[src/rtl/scan_pkg.sv]
package scan_pkg;
    localparam int N_CH     = 3;
    localparam int CH_W     = 2;
    localparam int RES_W    = 12;
    localparam int BYTE_W   = 8;
    localparam int LSB_W    = RES_W - BYTE_W;
    localparam int ADDR_W   = 3;
    localparam int N_DATA   = 2 * N_CH;
    localparam int CTL_ADDR = N_DATA;

    // control byte fields (decoded by the host side)
    localparam int CTL_ONESHOT = 7;
    localparam int CTL_CH_HI   = 6;
    localparam int CTL_CH_LO   = 5;
    localparam int CTL_TEST    = 4;

    typedef logic [CH_W-1:0] ch_t;
    localparam ch_t CH_SENSE  = 2'd0;
    localparam ch_t CH_SUPPLY = 2'd1;
    localparam ch_t CH_AUX    = 2'd2;
    localparam ch_t CH_NONE   = 2'd3;

    typedef enum logic {PH_IDLE, PH_CONV} phase_e;

    function automatic logic [N_CH-1:0] ch_mask(input ch_t c);
        logic [N_CH-1:0] m;
        m = '0;
        for (int i = 0; i < N_CH; i++) begin
            if (c == ch_t'(i)) m[i] = 1'b1;
        end
        return m;
    endfunction
endpackage

[src/rtl/scan_tick_gen.sv]
module scan_tick_gen #(
    parameter int unsigned DIV = 6666667
) (
    input  logic clk,
    input  logic rst_n,
    output logic tick
);
    localparam int CW = (DIV > 1) ? $clog2(DIV) : 1;
    localparam logic [CW-1:0] LAST = CW'(DIV - 1);

    typedef struct packed {
        logic [CW-1:0] cnt;
        logic          tick;
    } tick_s;

    tick_s tk_d, tk_q;

    always_comb begin
        tk_d = tk_q;
        if (tk_q.cnt == LAST) begin
            tk_d.cnt  = '0;
            tk_d.tick = 1'b1;
        end else begin
            tk_d.cnt  = tk_q.cnt + CW'(1);
            tk_d.tick = 1'b0;
        end
    end

    always_ff @(posedge clk or negedge rst_n) begin
        if (!rst_n) tk_q <= '0;
        else        tk_q <= tk_d;
    end

    assign tick = tk_q.tick;

    generate
        if (DIV > 1) begin : g_tick_chk
            assert_tick_single_R2: assert property (@(posedge clk) disable iff (!rst_n)
                tick |=> !tick);
        end
    endgenerate
endmodule

[src/rtl/scan_reg_file.sv]
module scan_reg_file
    import scan_pkg::*;
(
    input  logic              clk,
    input  logic              rst_n,
    input  logic              wr_en,
    input  logic [ADDR_W-1:0] wr_addr,
    input  logic [BYTE_W-1:0] wr_data,
    input  logic [ADDR_W-1:0] rd_addr,
    output logic [BYTE_W-1:0] rd_data,
    input  logic              upd_en,
    input  ch_t               upd_ch,
    input  logic [RES_W-1:0]  upd_val,
    input  logic [N_CH-1:0]   busy,
    output logic              snap_en,
    output ch_t               snap_ch,
    output logic              test_mode
);
    typedef struct packed {
        logic [N_CH-1:0][BYTE_W-1:0] hi;
        logic [N_CH-1:0][LSB_W-1:0]  lo;
        logic [BYTE_W-1:0]           ctl;
    } regs_s;

    regs_s rg_d, rg_q;
    logic  test_q;

    assign test_q = rg_q.ctl[CTL_TEST];

    always_comb begin
        rg_d = rg_q;
        if (wr_en && wr_addr == ADDR_W'(CTL_ADDR)) rg_d.ctl = wr_data;
        for (int i = 0; i < N_CH; i++) begin
            if (wr_en && test_q && wr_addr == ADDR_W'(2 * i))
                rg_d.hi[i] = wr_data;
            if (wr_en && test_q && wr_addr == ADDR_W'(2 * i + 1))
                rg_d.lo[i] = wr_data[BYTE_W-1 -: LSB_W];
            if (upd_en && !test_q && upd_ch == ch_t'(i)) begin
                rg_d.hi[i] = upd_val[RES_W-1 -: BYTE_W];
                rg_d.lo[i] = upd_val[LSB_W-1:0];
            end
        end
    end

    always_ff @(posedge clk or negedge rst_n) begin
        if (!rst_n) rg_q <= '0;
        else        rg_q <= rg_d;
    end

    always_comb begin
        rd_data = '0;
        if (rd_addr == ADDR_W'(CTL_ADDR)) rd_data = rg_q.ctl;
        for (int i = 0; i < N_CH; i++) begin
            if (rd_addr == ADDR_W'(2 * i))     rd_data = rg_q.hi[i];
            if (rd_addr == ADDR_W'(2 * i + 1))
                rd_data = {rg_q.lo[i], busy[i], {(BYTE_W-LSB_W-1){1'b0}}};
        end
    end

    assign snap_en   = rg_q.ctl[CTL_ONESHOT];
    assign snap_ch   = rg_q.ctl[CTL_CH_HI:CTL_CH_LO];
    assign test_mode = test_q;

    logic data_wr;
    assign data_wr = wr_en && (wr_addr < ADDR_W'(N_DATA));

    assert_host_wr_blocked_R10: assert property (@(posedge clk) disable iff (!rst_n)
        (data_wr && !test_q && !upd_en) |=> ($stable(rg_q.hi) && $stable(rg_q.lo)));
    assert_test_freeze_R9: assert property (@(posedge clk) disable iff (!rst_n)
        (test_q && !data_wr) |=> ($stable(rg_q.hi) && $stable(rg_q.lo)));
endmodule

[src/rtl/scan_seq_fsm.sv]
module scan_seq_fsm
    import scan_pkg::*;
(
    input  logic            clk,
    input  logic            rst_n,
    input  logic            tick,
    input  logic            snap_en,
    input  ch_t             snap_ch,
    input  logic            test_mode,
    input  logic            conv_done,
    output logic            conv_start,
    output ch_t             conv_chan,
    output logic            upd_en,
    output ch_t             upd_ch,
    output logic [N_CH-1:0] busy
);
    typedef struct packed {
        phase_e          phase;
        ch_t             cur_ch;
        logic            is_snap;
        logic            scan_act;
        ch_t             scan_ch;
        logic            snap_pend;
        ch_t             snap_ch;
        logic [N_CH-1:0] busy;
        logic            en_prev;
        logic            start;
    } fsm_s;

    fsm_s sq_d, sq_q;
    logic arm;

    assign arm = snap_en && !sq_q.en_prev;

    always_comb begin
        sq_d         = sq_q;
        sq_d.start   = 1'b0;
        sq_d.en_prev = snap_en;

        if (arm && !test_mode && snap_ch != CH_NONE) begin
            sq_d.snap_pend = 1'b1;
            sq_d.snap_ch   = snap_ch;
            sq_d.busy      = sq_q.busy | ch_mask(snap_ch);
        end
        if (!snap_en && sq_q.snap_pend) begin
            sq_d.snap_pend = 1'b0;
            sq_d.busy      = sq_d.busy & ~ch_mask(sq_q.snap_ch);
        end
        if (tick && !snap_en && !test_mode && !sq_q.scan_act) begin
            sq_d.scan_act = 1'b1;
            sq_d.scan_ch  = CH_SENSE;
        end

        case (sq_q.phase)
            PH_IDLE: begin
                if (sq_q.snap_pend && snap_en && !test_mode) begin
                    sq_d.phase     = PH_CONV;
                    sq_d.cur_ch    = sq_q.snap_ch;
                    sq_d.is_snap   = 1'b1;
                    sq_d.snap_pend = 1'b0;
                    sq_d.start     = 1'b1;
                end else if (sq_q.scan_act) begin
                    if (snap_en || test_mode) begin
                        sq_d.scan_act = 1'b0;
                    end else begin
                        sq_d.phase   = PH_CONV;
                        sq_d.cur_ch  = sq_q.scan_ch;
                        sq_d.is_snap = 1'b0;
                        sq_d.start   = 1'b1;
                    end
                end
            end
            default: begin
                if (conv_done) begin
                    sq_d.phase = PH_IDLE;
                    if (sq_q.is_snap)
                        sq_d.busy = sq_d.busy & ~ch_mask(sq_q.cur_ch);
                    else if (sq_q.cur_ch == CH_AUX)
                        sq_d.scan_act = 1'b0;
                    else
                        sq_d.scan_ch = sq_q.cur_ch + ch_t'(1);
                end
            end
        endcase
    end

    always_ff @(posedge clk or negedge rst_n) begin
        if (!rst_n) sq_q <= '0;
        else        sq_q <= sq_d;
    end

    assign conv_start = sq_q.start;
    assign conv_chan  = sq_q.cur_ch;
    assign upd_en     = conv_done && (sq_q.phase == PH_CONV) && !test_mode;
    assign upd_ch     = sq_q.cur_ch;
    assign busy       = sq_q.busy;

    assert_start_pulse_R11: assert property (@(posedge clk) disable iff (!rst_n)
        conv_start |=> !conv_start);
    assert_gap_after_done_R11: assert property (@(posedge clk) disable iff (!rst_n)
        conv_done |=> !conv_start);
    assert_no_code11_start_R5: assert property (@(posedge clk) disable iff (!rst_n)
        conv_start |-> (conv_chan != CH_NONE));
    assert_test_no_start_R9: assert property (@(posedge clk) disable iff (!rst_n)
        test_mode |=> !conv_start);
    assert_busy_clears_R6: assert property (@(posedge clk) disable iff (!rst_n)
        (sq_q.phase == PH_CONV && sq_q.is_snap && conv_done && !arm && !sq_q.snap_pend)
        |=> (busy == '0));
    assert_free_run_busy_zero_R8: assert property (@(posedge clk) disable iff (!rst_n)
        (!snap_en && !(sq_q.phase == PH_CONV && sq_q.is_snap)) |=> (busy == '0));
endmodule

[src/rtl/meas_scan_ctrl.sv]
module meas_scan_ctrl
    import scan_pkg::*;
#(
    parameter int unsigned TICK_DIV = 6666667
) (
    input  logic              clk,
    input  logic              rst_n,
    input  logic              reg_wr_en,
    input  logic [ADDR_W-1:0] reg_wr_addr,
    input  logic [BYTE_W-1:0] reg_wdata,
    input  logic [ADDR_W-1:0] reg_rd_addr,
    output logic [BYTE_W-1:0] reg_rdata,
    output logic              conv_start,
    output logic [CH_W-1:0]   conv_chan,
    input  logic              conv_done,
    input  logic [RES_W-1:0]  conv_result
);
    logic            tick;
    logic            snap_en;
    ch_t             snap_ch;
    logic            test_mode;
    logic            upd_en;
    ch_t             upd_ch;
    logic [N_CH-1:0] busy;

    scan_tick_gen #(.DIV(TICK_DIV)) tick_i (
        .clk  (clk),
        .rst_n(rst_n),
        .tick (tick)
    );

    scan_reg_file regs_i (
        .clk      (clk),
        .rst_n    (rst_n),
        .wr_en    (reg_wr_en),
        .wr_addr  (reg_wr_addr),
        .wr_data  (reg_wdata),
        .rd_addr  (reg_rd_addr),
        .rd_data  (reg_rdata),
        .upd_en   (upd_en),
        .upd_ch   (upd_ch),
        .upd_val  (conv_result),
        .busy     (busy),
        .snap_en  (snap_en),
        .snap_ch  (snap_ch),
        .test_mode(test_mode)
    );

    scan_seq_fsm seq_i (
        .clk       (clk),
        .rst_n     (rst_n),
        .tick      (tick),
        .snap_en   (snap_en),
        .snap_ch   (snap_ch),
        .test_mode (test_mode),
        .conv_done (conv_done),
        .conv_start(conv_start),
        .conv_chan (conv_chan),
        .upd_en    (upd_en),
        .upd_ch    (upd_ch),
        .busy      (busy)
    );
endmodule

[config.mk]
export PLATFORM = sky130hd
export DESIGN_NAME = meas_scan_ctrl
export DESIGN_NICKNAME = d
export VERILOG_FILES = /design/src/rtl/scan_pkg.sv /design/src/rtl/scan_tick_gen.sv /design/src/rtl/scan_reg_file.sv /design/src/rtl/scan_seq_fsm.sv /design/src/rtl/meas_scan_ctrl.sv
export SDC_FILE = /design/constraint.sdc
export NUM_CORES = 1
export LEC_CHECK = 0
export BUFFER_PORTS_ARGS = -buffer_cell sky130_fd_sc_hd__buf_2
export CAP_MARGIN = 20
export CORE_MARGIN = 2
export CORE_UTILIZATION = 35
export DETAILED_ROUTE_END_ITERATION = 8
export GPL_ROUTABILITY_DRIVEN = 1
export MAX_ROUTING_LAYER = met4
export SYNTH_ARGS = -nofsm -noshare
export SYNTH_HDL_FRONTEND = slang
export SYNTH_HIERARCHICAL = 1
export SYNTH_SLANG_ARGS = --single-unit
[constraint.sdc]
create_clock -name clk -period 3.85 [get_ports clk]
set_clock_uncertainty 0.05 [all_clocks]
set_input_delay 0.1925 -clock clk [delete_from_list [all_inputs] [get_ports clk]]
set_output_delay 0.1925 -clock clk [all_outputs]
set_load 0.02 [all_outputs]
==> results.tsv <==
metric	value	unit
total track usage	0.1823	
kind of critical path	reg2reg	
post-cts repair resize count	0	
Lkg Pwr	0.002144	µW
peak supply drop	0.2169	mV
run status	finished clean	
RSZ-0062 raised after global routing	no	
PortBufs	40	
Yosys warnings	6	
P per Cell Area	543.6	nW/µm²
layout cells sized above 1	0.1581	
largest family of logic cells by synthesized area	simple AND/OR/NAND/NOR gates	
Post-synth EDFFs	0	
highest clock rate	0.4372	GHz
Non-Filler Instances	701	
critical path arrival	2410	ps
# DRC	0	
clock network fraction of total power	0.284	
clk_lat worst skew	330	ps
Switching Share	0.3164	
Initial Utilization	0.3577	
Crit Path Max Fanout	24	
drt initial violations	296	
Synth top area share	0.4385	
Core Area	13240	µm²
Final Max Slew Viols	0	
clk sinks	83	
number of max-cap violations	0	
Pre-Repair DR Iteration Count	5	
actual slew at the worst max-slew pin	977.0	ps
clock-pin slew on the worst setup and hold paths	60	ps
first-pass GRT wire length	20240	µm
DIE AREA	14480	µm²
vias in the first global route	3811	
TritonCTS Buffers	9	
adder-cell share of the synthesized area	0.005283	
number of synthesized register bits	83	
fill count	1310	
placed cell count	683	
CTS Buffer Depth	2	
top post-synthesis cells by area	dfrtp_1 44%, nor2_1 4.9%, a31oi_1 4.8%	
# rows	42	
Wirelength per Cell	17.79	µm
gp weighted congestion	0.8514	
Crit. End Element	flip-flop	
cell area after synthesis	4737	µm²
Seq/Total Area, Yosys	0.4385	
Syn Inst Count	509	
Nets	553	
TritonCTS clock tree	done	
final hold vios	0	
Comb pwr share	0.242	
HP Class	in2reg	
synth unique cells	63	
most frequent cells in the layout	83 x dfrtp_1, 62 x nor2_1, 40 x o21ai_0	
Setup Fix Bufs, Post-CTS	0	
Post-Synth XOR/XNOR Area	0.03328	
I/O pin total	41	
Final min period	2287	ps
simple-gate portion of the synthesized area	0.2710	
Synth async-reset ratio	1.000	
Syn Area/Cell	9.307	µm²
final setup vio count	0	
hpwl dp	8201	µm
most common cell after layout, fill and taps aside	dfrtp_1	
setup TNS	0	ps
Switch Pwr	904.4	µW
Final ANT Viol Nets	0	
via/cell ratio	5.675	
chip width	120.3	µm
mux contribution to synthesized area	0.03751	
CP Launch Type	flip-flop	
WP data required	3970	ps
WL final	12470	µm
Root Driver	clkbuf_16	
routed vias	3978	
overall power	2858	µW
Synth Area in Compound Gates	0.1556	
relative slew slack	0.3487	
DIE HEIGHT	120.3	µm
internal power	1954	µW
initial antenna violation count	0	
cell taking the most area after synthesis	dfrtp_1	
Main synth FF type	dfrtp_1	
Final period util	0.5941	
area grow syn2layout	11.01	%
diode count	0	
syn nets	541	
pin count of the biggest net entering global routing	84	
sequential share of power	0.473	
CTS H-tree lvls	3	
grt ovf	0	
Post-CTS Hold Buffers	0	
synth_stat cells (2+ instances only):
cell type,count
nor4_1,6
ha_1,2
mux4_2,3
nand3_1,16
buf_4,10
a221oi_1,2
or3_1,2
nand2b_1,10
nor2b_1,17
nor4b_4,2
o22ai_1,5
mux2i_1,2
o221ai_1,5
xor2_1,4
o21ai_0,40
buf_2,12
clkbuf_1,17
nor3b_1,13
and3_1,3
mux2_2,8
dfrtp_1,83
nand4_1,13
nor2_1,62
nor4bb_1,6
nor4b_1,4
buf_6,4
inv_1,7
and3b_1,6
nand4bb_1,2
xnor2_1,14
a31oi_1,36
nand2_1,38
nor3_1,8
a22oi_1,3
a21oi_1,11
nand3b_1,2
a211oi_1,5
flip-flops by register name, indices dropped and copies added, names as in the netlist, 2 cells and up:
| signal | cells |
|---|---|
| seq_i/sq_q | 9 |
| regs_i/snap_ch | 2 |
| seq_i/busy | 3 |
| regs_i/rg_q | 40 |
| seq_i/conv_chan | 2 |
| tick_i/tk_q | 23 |
power by group through the flow:
stage	registers, µW	clock network [µW]	logic, µW
after floorplan	1260	0	595
after global placement	1350	0	669
after detailed placement	1360	0	683
after CTS	1350	839	687
after global routing	1380	880	765
final	1350	813	693
routing by layer:
layer / part of all wire / vias to the layer above / track usage / wire (µm)
met5: 0 / - / - / 0
met1: 0.46 / 1929 / 0.2563 / 5732
met3: 0.065 / 22 / 0.02594 / 810
met2: 0.45 / 160 / 0.2663 / 5674
met4: 0.021 / 0 / 0.07340 / 256
li1: - / 1867 / - / -
per-stage QoR:
step                      utilization  hold slack, ps  cell area [µm²]  setup slack [ps]
after floorplan                     -          -153.1             4737              2069
after global placement         0.3723           399.0             4930              1639
after detailed placement       0.3723           408.0             4930              1508
after CTS                      0.3934           51.03             5210              1461
after global routing           0.3971           77.63             5259              1400
final                          0.3971           78.60             5259              1563
path summary, 6_finish.rpt:
| check | from | endpoint | slack (ps) | cells after the start |
|---|---|---|---|---|
| worst max register to register | regs_i/test_mode$_DFFE_PN0P_ | regs_i/rg_q[10]$_DFFE_PN0P_ | 1560 | 3 |
| worst max-delay path | regs_i/test_mode$_DFFE_PN0P_ | regs_i/rg_q[10]$_DFFE_PN0P_ | 1560 | 3 |
| min in group asynchronous | rst_n | tick_i/tk_q[14]$_DFF_PN0_ | 220 | 2 |
| worst min-delay path | reg_wdata[0] | regs_i/rg_q[0]$_DFFE_PN0P_ | 80 | 2 |
| worst min register to register | tick_i/tk_q[1]$_DFF_PN0_ | tick_i/tk_q[1]$_DFF_PN0_ | 440 | 1 |
| max in group asynchronous | rst_n | regs_i/rg_q[16]$_DFFE_PN0P_ | 2920 | 3 |
critical path: stages, from the launching register on:
cell      delay (ps)
dfrtp_1          760
nand3b_1         750
o21ai_0          440
a31oi_2          130
cell families (layout without fill, tap and decap cells):
logic type	count (synthesis)	in the layout
AOI/OAI and AO/OA	118	118
xor gates and xnor gates	18	18
adders and majority gates	2	2
buffers and inverters	52	68
DFF	83	83
muxes	13	13
and+or+nand+nor	223	223
layout make-up:
cell class	instances	area (µm²)	area share
sequential	83	2077	0.3950
clock inverter	2	10.01	0.001903
timing repair buffer	46	274.0	0.05211
tap	176	220.2	0.04187
inverter	7	26.28	0.004996
clock buffer	13	270.3	0.05139
multi-input combinational	374	2381	0.4528
Power figures use the tool's default switching activity.
